## config.mk

```make
export PLATFORM = sky130hd
export DESIGN_NAME = eeprom_cfg_loader
export DESIGN_NICKNAME = d
export VERILOG_FILES = /design/src/rtl/eeprom_cfg_loader.sv
export SDC_FILE = /design/constraint.sdc
export NUM_CORES = 1
export LEC_CHECK = 0
export ABC_CLOCK_PERIOD_IN_PS = 2000
export BUFFER_PORTS_ARGS = -buffer_cell sky130_fd_sc_hd__buf_4
export CAP_MARGIN = 15
export CORE_ASPECT_RATIO = 1.1
export CORE_UTILIZATION = 50
export DETAILED_ROUTE_END_ITERATION = 16
export PLACE_DENSITY = 0.83
export SLEW_MARGIN = 40
export SYNTH_ARGS = -nofsm -noshare
export SYNTH_HDL_FRONTEND = slang
export SYNTH_SLANG_ARGS = --single-unit
```

## constraint.sdc

```tcl
create_clock -name clk -period 2 [get_ports clk]
set_input_delay 0.5 -clock clk [delete_from_list [all_inputs] [get_ports clk]]
set_output_delay 0.5 -clock clk [all_outputs]
set_load 0.02 [all_outputs]
```

## src/rtl/eeprom_cfg_loader.sv

```systemverilog
module eeprom_cfg_loader #(
  parameter int TIMEOUT_CYCLES = 64,
  parameter int AW = 7
) (
  input  logic          clk,
  input  logic          rst_n,
  output logic          rd_req,
  output logic [AW-1:0] rd_addr,
  input  logic          rd_valid,
  input  logic [7:0]    rd_data,
  output logic [15:0]   sub_vendor_id,
  output logic [15:0]   sub_id,
  output logic          pm_cap_present,
  output logic          cmd_mem_space,
  output logic          cmd_bus_master,
  output logic          cmd_parity_chk,
  output logic          swap_master_ctl,
  output logic          swap_slave_ctl,
  output logic [7:0]    latency_timer,
  output logic [7:0]    size_mask,
  output logic          size_is_8mb,
  output logic          load_done
);
  localparam int CW = $clog2(TIMEOUT_CYCLES + 1);
  localparam logic [CW-1:0] LAST_WAIT = CW'(TIMEOUT_CYCLES - 1);

  // step 0 reads the enable byte, steps 1..7 read addresses 0x04..0x0a
  logic [2:0]    step;
  logic [5:0]    fen;
  logic [15:0]   svid_q, sid_q;
  logic [4:0]    gen_q;
  logic [7:0]    lat_q, msk_q;
  logic          done_q, ok_q;
  logic [CW-1:0] wcnt;

  logic [5:0] fsrc;
  logic [7:1] en;
  logic [2:0] nxt;
  logic       has_nxt;

  assign fsrc = (step == 3'd0) ? rd_data[5:0] : fen;
  assign en   = {fsrc[5], fsrc[4], fsrc[3], fsrc[1], fsrc[1], fsrc[0], fsrc[0]};

  always_comb begin
    nxt = 3'd0;
    has_nxt = 1'b0;
    for (int k = 7; k >= 1; k--) begin
      if (k > int'(step) && en[k]) begin
        nxt = 3'(k);
        has_nxt = 1'b1;
      end
    end
  end

  always_ff @(posedge clk) begin
    if (!rst_n) begin
      step   <= 3'd0;
      fen    <= '0;
      svid_q <= '0;
      sid_q  <= '0;
      gen_q  <= '0;
      lat_q  <= '0;
      msk_q  <= '0;
      done_q <= 1'b0;
      ok_q   <= 1'b0;
      wcnt   <= '0;
    end else if (!done_q) begin
      if (rd_valid) begin
        wcnt <= '0;
        case (step)
          3'd0: fen          <= rd_data[5:0];
          3'd1: svid_q[7:0]  <= rd_data;
          3'd2: svid_q[15:8] <= rd_data;
          3'd3: sid_q[7:0]   <= rd_data;
          3'd4: sid_q[15:8]  <= rd_data;
          3'd5: gen_q        <= rd_data[4:0];
          3'd6: lat_q        <= rd_data;
          default: msk_q     <= rd_data;
        endcase
        if (has_nxt) begin
          step <= nxt;
        end else begin
          done_q <= 1'b1;
          ok_q   <= 1'b1;
        end
      end else if (wcnt == LAST_WAIT) begin
        done_q <= 1'b1;
        ok_q   <= 1'b0;
      end else begin
        wcnt <= wcnt + 1'b1;
      end
    end
  end

  logic ld;
  assign ld = done_q & ok_q;

  assign rd_req  = ~done_q;
  assign rd_addr = (step == 3'd0) ? '0 : AW'({1'b0, step} + 4'd3);

  assign sub_vendor_id   = (ld & fen[0]) ? svid_q : 16'h0000;
  assign sub_id          = (ld & fen[1]) ? sid_q  : 16'h0000;
  assign pm_cap_present  = ~(ld & fen[2]);
  assign cmd_mem_space   = ld & fen[3] & gen_q[0];
  assign cmd_bus_master  = ld & fen[3] & gen_q[1];
  assign cmd_parity_chk  = ld & fen[3] & gen_q[2];
  assign swap_master_ctl = ld & fen[3] & gen_q[3];
  assign swap_slave_ctl  = ld & fen[3] & gen_q[4];
  assign latency_timer   = (ld & fen[4]) ? lat_q : 8'h00;
  assign size_mask       = (ld & fen[5]) ? msk_q : 8'h00;
  assign size_is_8mb     = (size_mask[6:0] == 7'd0);
  assign load_done       = done_q;

  assert_addr_window_R2: assert property (@(posedge clk) disable iff (!rst_n)
    rd_req |-> rd_addr < AW'(32));

  assert_ascending_R2: assert property (@(posedge clk) disable iff (!rst_n)
    (rd_req && rd_valid) |=> (!rd_req || rd_addr > $past(rd_addr)));

  assert_addr_hold_R1: assert property (@(posedge clk) disable iff (!rst_n)
    (rd_req && !rd_valid) |=> (!rd_req || $stable(rd_addr)));

  assert_done_sticky_R9: assert property (@(posedge clk) disable iff (!rst_n)
    load_done |=> (load_done && !rd_req));

  assert_frozen_after_done_R9: assert property (@(posedge clk) disable iff (!rst_n)
    $past(load_done) |-> ($stable(sub_vendor_id) && $stable(sub_id) && $stable(latency_timer)
                          && $stable(size_mask) && $stable(pm_cap_present)));

  assert_svid_default_R3: assert property (@(posedge clk) disable iff (!rst_n)
    (load_done && !fen[0]) |-> sub_vendor_id == 16'h0000);

  assert_wait_bound_R10: assert property (@(posedge clk) disable iff (!rst_n)
    wcnt < CW'(TIMEOUT_CYCLES));

  assert_abort_defaults_R10: assert property (@(posedge clk) disable iff (!rst_n)
    (load_done && !ok_q) |-> (pm_cap_present && sub_id == 16'h0000 && size_mask == 8'h00));
endmodule

```

==> results of run 1 <==
[critical path, delay by kind of cell, from the launching register on]
family / cells / cell delay [ns]
AND/OR/NAND/NOR: 1 / 0.53
flip-flops: 1 / 0.33
AO/OA/AOI/OAI: 1 / 0.21
buffers and inverters: 1 / 0.19
[state kept, by name, summed over array words and instances, names as in the netlist]
signal	flops
sid_q	16
svid_q	16
lat_q	8
msk_q	8
wcnt	7
fen	6
gen_q	5
step	3
load_done	1
ok_q	1
[worst max-delay path by stage]
| stage | depth (start not counted) | endpoint | startpoint | slack (ns) |
|---|---|---|---|---|
| 2_1_floorplan | 4 | sub_id[10] | load_done | 0.14 |
| 3_3_place_gp | 6 | step[1] | rd_data[5] | 0.16 |
| 3_5_place_dp | 6 | step[1] | rd_data[5] | 0.13 |
| 4_1_cts | 3 | size_is_8mb | msk_q[3] | -0.12 |
| 5_1_grt | 3 | size_is_8mb | msk_q[3] | -0.14 |
| 6_report | 3 | size_is_8mb | msk_q[3] | -0.11 |
[metal layers]
| layer | part of all wire | vias to the layer above |
|---|---|---|
| met5 | 0 | - |
| met4 | 0.014 | 0 |
| met3 | 0.053 | 12 |
| met2 | 0.50 | 76 |
| met1 | 0.43 | 1383 |
| li1 | - | 1427 |
[stage by stage]
stage,hold WS [ns],area (um^2),power [mW]
finish,0.461,4550,4.66
global route,0.485,4550,4.90
CTS,0.459,4530,4.65
detailed placement,0.468,4300,3.36
global placement,0.455,4300,3.33
floorplan,0.444,3610,2.88
[cell usage in the layout (no fill, tap or decap), drive strengths merged, types with 2 or more instances in the layout]
cell type,instances
a21boi,11
a21oi,3
a31oi,3
and2,49
and3,11
buf,93
bufinv,2
clkbuf,10
clkinv,3
conb,3
dfxtp,71
inv,4
mux2,2
mux2i,55
nand2,18
nand2b,2
nand3,13
nand3b,2
nand4,4
nor2,13
nor2b,56
nor3,5
o211a,2
o211ai,2
o21ai,2
o41ai,2
or4,2
xor2,3
[report_power, final]
group	internal [mW]	switching (mW)	leakage, nW
clock	0.731	0.538	0.112
sequential	1.57	0.164	0.577
combinational	0.725	0.935	1.25
total	3.02	1.64	1.94
[area by class of cell]
cell class | instances | area [um^2] | share of cell area
clock inverters | 5 | 82.6 | 0.0182
flip-flops and latches | 71 | 1430 | 0.315
clock buffers | 10 | 138 | 0.0303
inverters | 4 | 15.0 | 0.00330
well taps | 85 | 106 | 0.0234
repair buffers | 93 | 714 | 0.157
multi-input cells | 276 | 2060 | 0.453
[logic make-up after synthesis]
logic type,count (synthesis),synth area share
compound gates,35,0.0846
xor+xnor,3,0.00732
fa+ha+maj,1,0.00348
buf+inv,28,0.0380
flops,71,0.396
mux,57,0.160
other cells,1,0.00104
simple gates,177,0.310
[what timing repair did]
item / in CTS / in global routing
hold buffers: 0 / 0
setup endpoints to repair: 53 / 51
cloned: 0 / 0
gates resized for setup: 4 / 7
==> results.md, run 1 <==
- Status: finished with violations
- Failing checks: negative setup slack
- Final GP Congestion: roughly 0.90
- CP required: about 1.5 ns
- Hold Vio Cnt, Final: 0
- Layout Utilization: 0.653
- Worst-Skew Late Latency: ~0.35 ns
- DR vias/cell: 5.33
- # placed instances: roughly 530
- IO buf count: ~70
- Initial antenna violation count: 0
- Hold Path Class: input pin to register
- Critical Path AT: between 1.5 and 2 ns
- Max Root-Sink Buffers: 2
- Post-synth EDFFs: 0
- RR Startpoint: step[2]
- Clk sink count: slightly above 70
- Yosys Warn Count: 0
- Row Count: 32
- Synth Area per Inst: around 9.6 um^2
- Inserted Diodes: 0
- Most frequent cell after synthesis: dfxtp_1
- Drt drc: 0
- Detailed Place HPWL: between 5000 and 6000 um
- Mapped Area: between 3000 and 4000 um^2
- Worst slack, placed: between 0.1 and 0.15 ns
- Core Region: 6970 um^2
- Most frequent cells after synthesis: 71 x dfxtp_1, 55 x mux2i_1, 55 x nor2b_1, 49 x and2_1
- Final setup violation count: 1
- Hold Path Stages: 3
- Fin crit period: around 2.1 ns
- CTS Buf Count: 9
- Gr usage total: 0.239
- Critical path type: register to primary output
- Tcrit/Tclk final: 1.05
- Hold path start: rd_valid
- Sequential fraction of the synthesis area: 0.396
- Leak: 1.94 nW
- Final Slew Violations: 0
- Worst-path clk slew: 0.08 ns
- Dominant cells by area after synthesis: dfxtp_1 40%, mux2i_1 15%, nor2b_1 9.6%, and2_1 8.5%, and3_1 1.9%
- CTS tree: yes
- Max-cap viol count: 0
- Largest net degree at the start of global routing: 36
- Setup_tns: -0.105 ns
- Overflow after GRT: 0
- Met2 usage: 0.402
- Pwr Density: a little over 1000 nW/um^2
- Slew headroom: 0.658
- CP cell instances: or4_4 > o41ai_2 > buf_4
- Drt pass-1 iters: 4
- GRT busiest layer: met2
- Die Span Y: 90.9 um
- Largest area contributor in the netlist: dfxtp_1
- Reg-to-reg endpoint: step[1]
- DR iter-0 viols: 82
- Synth async-reset ratio: 0
- Die footprint: between 7000 and 8000 um^2
- CP Launch Type: register
- Max FO, Critical Path: 3
- Synthesis-to-layout area growth: 26.6%
- Netlist cell types: 52
- CP max stage cell: or4_4
- Final Non-Filler Cells: 544
- Critical path capture point type: primary output
- Area share of the largest cell type after synthesis: 0.396
- Final ANT Viol Nets: 0
- Clock Tree Root: clkbuf_8
- WL per Instance: ~16 um
- Vias in the first global route: 2872
- Via Count: ~2900
- Mapped Cells: between 300 and 400
- IO Count: between 70 and 80
- Final WL: between 8000 and 9000 um
- CTS HTree Levels: 3
- Met1 GRT Util: 0.282
- Die width: 82.8 um
- Cells on worst reg2reg path: 4
- Layout cells sized above 1: 0.305
- Min-Delay Endpoint: load_done
- R2r setup slk: around 0.18 ns
- VDD IR max: 0.000657 V
- Primary FF master, synth: dfxtp_1
- Buffer count from post-CTS setup fixing: 0
- PnR worst setup slack: -0.105 ns
- Fmax: approximately 470 MHz
- Slowest stage delay, CP: ~0.53 ns
- #FFs+latches synth: between 70 and 80
- Fillcell total: between 500 and 600
- Nets: 467
- Worst slew pin tran: a little over 0.5 ns
- RSZ-0062 raised after global routing: yes
- Clock skew: 0.0126 ns
- M3 GR Usage: 0.0649
- Starting Density: 0.516
- First-pass GRT wire length: approximately 14000 um
Note: power is estimated with default switching activity, not from simulation.
==> run 2, diff against run 1 <==
--- a/config.mk
+++ b/config.mk
@@ -5,13 +5,13 @@
 export SDC_FILE = /design/constraint.sdc
 export NUM_CORES = 1
 export LEC_CHECK = 0
-export ABC_CLOCK_PERIOD_IN_PS = 2000
+export ABC_CLOCK_PERIOD_IN_PS = 2600
 export BUFFER_PORTS_ARGS = -buffer_cell sky130_fd_sc_hd__buf_4
 export CAP_MARGIN = 15
 export CORE_ASPECT_RATIO = 1.1
-export CORE_UTILIZATION = 50
+export CORE_UTILIZATION = 59
 export DETAILED_ROUTE_END_ITERATION = 16
-export PLACE_DENSITY = 0.83
+export PLACE_DENSITY = 0.94
 export SLEW_MARGIN = 40
 export SYNTH_ARGS = -nofsm -noshare
 export SYNTH_HDL_FRONTEND = slang
==> constraint.sdc (replaced) <==
create_clock -name clk -period 2.6 [get_ports clk]
set_input_delay 0.65 -clock clk [delete_from_list [all_inputs] [get_ports clk]]
set_output_delay 0.65 -clock clk [all_outputs]
set_load 0.02 [all_outputs]
==> run 2 against run 1 <==
Compared with the run above:
- the flow now finishes without violations
- global-route usage up 3.7 points
- register-to-register slack improved by 0.51 ns
- clock skew decreased by 0.0049 ns
- sequential share of layout area grew 1.1 points
- die area down 15%
- setup slack better by 0.18 ns
- first-iteration DRC count rose to 2.6 times the previous value
- final area decreased by 4.0%
- core utilization increased by 9.9 points
- sequential cell count did not move
- total power is 25% lower
- critical endpoint is now sub_id[10]
- largest power group unchanged
- highest routed layer unchanged
==> results.md, run 2 (synthesis gave the netlist of run 1 again) <==
- Hold WS: roughly 0.48 ns
- Fmax: between 300 and 400 MHz
- Hold Vio Cnt, Final: 0
- Setup_tns: 0 ns
- Gr usage total: 0.276
- CTS Buf Count: 9
- Clock skew: around 0.0077 ns
- Clk pwr share: 0.284
- Hold path start: fen[2]
- Slew headroom: 0.643
- Worst Setup SP: load_done
- Buffer count from post-CTS setup fixing: 0
- CTS HTree Levels: 3
- Max FO, Critical Path: 16
- Sequential power share: 0.373
- Drt drc: 0
- Critical Path AT: between 1.5 and 2 ns
- Overflow after GRT: 0
- DR iter-0 viols: approximately 210
- Worst-path clk slew: about 0.070 ns
- Layout cells sized above 1: 0.260
- Internal power: around 2.2 mW
- Drt pass-1 iters: 6
- Worst-Skew Late Latency: ~0.36 ns
- CTS tree: yes
- Commonest non-fill, non-tap cell in the layout: buf_4
- Max Root-Sink Buffers: 2
- Critical path type: register to primary output
- Tcrit/Tclk final: 0.973
- Row Count: 29
- Starting Density: 0.619
- Die Span Y: 83.8 um
- Final WL: ~8700 um
- Die width: between 70 and 80 um
- Design area: about 4400 um^2
- PnR Total Power: between 3 and 4 mW
- RR Startpoint: step[1]
- First-pass GRT wire length: 13700 um
- Regs by FF count: sid_q x16, svid_q x16
- Dpl cell area: a little over 4000 um^2
- CP required: 1.95 ns
- Final setup violation count: 0
- Combinational Power Share: 0.343
- Synthesis-to-layout area growth: 21.6%
- Clock Tree Root: clkbuf_8
- Largest net degree at the start of global routing: 44
- R2r setup slk: ~0.69 ns
- IO buf count: 71
- PnR worst setup slack: about 0.07 ns
- Vias in the first global route: between 2000 and 3000
- Critical path capture point type: primary output
- Clk sink count: between 70 and 80
- Max-cap viol count: 0
- Pwr Density: 800 nW/um^2
- Via Count: slightly below 3000
- Detailed Place HPWL: between 5000 and 6000 um
- Core Region: around 5800 um^2
- Sw power: 1.27 mW
- Initial antenna violation count: 0
- Worst slack, placed: between 0.5 and 0.6 ns
- WL per Instance: 16.7 um
- Leak: roughly 1.8 nW
- Nets: between 400 and 500
- Die footprint: about 6400 um^2
- Commonest non-fill, non-tap cells in the layout: 76 x buf_4, 71 x dfxtp_1, 55 x nor2b_1, 55 x mux2i_1, 49 x and2_1
- Status: complete, no violations
- Cts hold-fix bufs: 0
- Fin crit period: 2.53 ns
- Final Slew Violations: 0
- Hold Path Class: register to register
- Switching share of total power: 0.364
- RSZ-0062 raised after global routing: no
- Worst slew pin tran: ~0.53 ns
- Post_cts resized: 0
- VDD IR max: ~0.0005 V
- DR vias/cell: around 5.6
- CP Launch Type: register
- Inserted Diodes: 0
- Final GP Congestion: between 0.8 and 0.9
- Final ANT Viol Nets: 0
- IO Count: between 70 and 80
[run 2: cell types whose count changed in the layout (fill, tap and decap cells not counted), sizes merged]
cell | before | now
buf | 93 | 76
clkinv | 3 | 2
clkinvlp | 0 | 1
inv | 4 | 5
[run 2: power groups by stage]
stage | combinational (mW) | sequential (mW) | clock, mW
after floorplan | 0.916 | 1.30 | 0
after global placement | 1.14 | 1.32 | 0
after detailed placement | 1.17 | 1.32 | 0
after CTS | 1.18 | 1.30 | 1.00
after global routing | 1.28 | 1.32 | 1.04
final | 1.20 | 1.30 | 0.991
[run 2: area by class of cell]
type	instances	area (um^2)
well taps	77	96.3
clock buffers	10	128
flip-flops and latches	71	1420
repair buffers	76	571
multi-input cells	276	2040
inverters	4	15.0
clock inverters	6	93.8
fillers	414	1440
[run 2: critical path, cell delays in order (launching register included)]
cell     delay, ns
dfxtp_1       0.62
and3_1        0.54
and2_1        0.22
buf_4         0.14
[run 2: layer usage]
| metal | global-route usage | share of wire | vias to the layer above |
|---|---|---|---|
| li1 | - | - | 1397 |
| met2 | 0.457 | 0.49 | 108 |
| met3 | 0.0612 | 0.052 | 24 |
| met4 | 0.143 | 0.028 | 0 |
| met1 | 0.333 | 0.43 | 1375 |
| met5 | 0 | 0 | - |
[run 2: metrics by stage]
stage / cells / utilization
after floorplan: 375 / -
after global placement: 504 / 0.714
after detailed placement: 504 / 0.714
after CTS: 520 / 0.752
after global routing: 520 / 0.752
final: 520 / 0.752
[run 2: final timing paths]
path	endpoint	cells past startpoint
setup / recovery	sub_id[10]	3
hold / removal	fen[2]	2
setup reg to reg	step[0]	6
hold reg to reg	fen[2]	2
==> run 3, diff against run 2 <==
--- a/config.mk
+++ b/config.mk
@@ -8,8 +8,10 @@
 export ABC_CLOCK_PERIOD_IN_PS = 2600
 export BUFFER_PORTS_ARGS = -buffer_cell sky130_fd_sc_hd__buf_4
 export CAP_MARGIN = 15
+export CELL_PAD_IN_SITES_DETAIL_PLACEMENT = 1
+export CELL_PAD_IN_SITES_GLOBAL_PLACEMENT = 1
 export CORE_ASPECT_RATIO = 1.1
-export CORE_UTILIZATION = 59
+export CORE_UTILIZATION = 45
 export DETAILED_ROUTE_END_ITERATION = 16
 export PLACE_DENSITY = 0.94
 export SLEW_MARGIN = 40
==> run 3 against run 2 <==
Compared with the run above:
- sequential share of layout area down 0.35 points
- count of clock-buffer cells in the layout up 2
- maximum frequency up 2.8%
- largest power group unchanged
==> results.md, run 3 (synthesis gave the netlist of run 1 again) <==
- Status: complete, no violations
- Drt drc: 0
- PnR Total Power: about 3.6 mW
- Fmax: around 410 MHz
- Drt pass-1 iters: 4
- Fin crit period: 2.46 ns
- Layout Utilization: 0.581
- Buffer count from post-CTS setup fixing: 0
- Fillcell total: 899
- Dpl cell area: between 4000 and 5000 um^2
- WL per Instance: between 20 and 25 um
- Worst slew pin tran: between 0.5 and 0.6 ns
- Starting Density: 0.473
- DR iter-0 viols: 130
- Sequential power share: 0.371
- Design area: ~4400 um^2
- Regs by FF count: sid_q x16, svid_q x16
- Gr usage total: 0.279
- Leak: around 1.8 nW
- RSZ-0062 raised after global routing: no
- Final GP Congestion: 0.858
- Final Non-Filler Cells: 548
- Clock skew: ~0.012 ns
- CTS Buf Count: 9
- Initial antenna violation count: 0
- Worst Setup SP: load_done
- Via Count: roughly 3000
- First-pass GRT wire length: 17200 um
- Sw power: 1.33 mW
- Hold Path Class: register to register
- CP Launch Type: register
- Synthesis-to-layout area growth: 22.9%
- DR vias/cell: between 5 and 6
- RR Startpoint: load_done
- IO buf count: 71
- Critical path type: register to primary output
- Internal power: ~2.3 mW
- Final setup violation count: 0
- IO Count: 75
- # placed instances: approximately 530
- Slew headroom: 0.626
- Commonest non-fill, non-tap cell in the layout: buf_4
- Commonest non-fill, non-tap cells in the layout: 76 x buf_4, 71 x dfxtp_1, 55 x nor2b_1, 55 x mux2i_1, 49 x and2_1
- Hold path start: fen[2]
- Pwr Density: between 800 and 900 nW/um^2
- Largest net degree at the start of global routing: 54
- PnR worst setup slack: between 0.1 and 0.15 ns
- Tcrit/Tclk final: 0.946
- Clk pwr share: 0.288
- CTS tree: yes
- Core Region: around 7600 um^2
- Final Slew Violations: 0
- Detailed Place HPWL: about 7000 um
- Worst slack, placed: roughly 0.46 ns
- Final ANT Viol Nets: 0
- Max FO, Critical Path: 16
- Worst-path clk slew: 0.08 ns
- Critical Path AT: approximately 1.8 ns
- Die Span Y: roughly 96 um
- CTS HTree Levels: 3
- Die footprint: 8340 um^2
- Switching share of total power: 0.370
- Max Root-Sink Buffers: 2
- CP required: slightly below 2 ns
- Hold WS: 0.477 ns
- Clock Tree Root: clkbuf_8
- Critical path capture point type: primary output
- Combinational Power Share: 0.341
- Setup_tns: 0 ns
- Vias in the first global route: 3231
- Nets: 450
- Max-cap viol count: 0
- Row Count: 33
- Clk sink count: 71
- Cts hold-fix bufs: 0
- Hold Vio Cnt, Final: 0
- Inserted Diodes: 0
- VDD IR max: about 0.00045 V
- Die width: between 80 and 90 um
- Overflow after GRT: 0
- Layout cells sized above 1: 0.262
- Worst-Skew Late Latency: roughly 0.37 ns
- Final WL: 11100 um
## run 3: cell types whose count changed in the layout (fill, tap and decap cells not counted), sizes merged
cell      before  now
inv            5    4
clkbuf        10   12
clkinvlp       1    0
## run 3: final cells by class
| type | count | area [um^2] | share of cell area |
|---|---|---|---|
| clock buffer | 12 | 155 | 0.0351 |
| inverter | 4 | 15.0 | 0.00340 |
| timing repair buffer | 76 | 571 | 0.129 |
| multi-input combinational | 276 | 2040 | 0.463 |
| tap | 105 | 131 | 0.0298 |
| sequential | 71 | 1420 | 0.322 |
| clock inverter | 4 | 77.6 | 0.0176 |
## run 3: worst max-delay path, cell delays in order (launching register included)
cell and delay, ns:
dfxtp_1 0.61, and3_2 0.46, and2_1 0.22, buf_4 0.15
## run 3: what timing repair did
item / CTS / global route
endpoints found under the hold margin: 0 / 0
resized for setup: 2 / 0
setup endpoints to repair: 7 / 0
## run 3: per-layer routing
| metal | wire (um) | vias to the layer above | track usage |
|---|---|---|---|
| li1 | - | 1401 | - |
| met1 | 4440 | 1520 | 0.297 |
| met2 | 5970 | 68 | 0.516 |
| met3 | 365 | 35 | 0.0583 |
| met4 | 356 | 0 | 0.152 |
| met5 | 0 | - | 0 |
## run 3: worst paths after layout
kind / to / slack, ns / cells past startpoint
hold reg to reg: fen[2] / 0.48 / 2
setup / recovery: sub_vendor_id[8] / 0.14 / 3
hold / removal: fen[2] / 0.48 / 2
setup reg to reg: svid_q[0] / 0.59 / 5
## run 3: power by group through the flow
stage	registers, mW	clock network (mW)	logic (mW)
2_1_floorplan	1.30	0	0.916
3_3_place_gp	1.34	0	1.13
3_5_place_dp	1.35	0	1.19
4_1_cts	1.33	1.04	1.22
5_1_grt	1.35	1.08	1.31
6_report	1.34	1.04	1.23
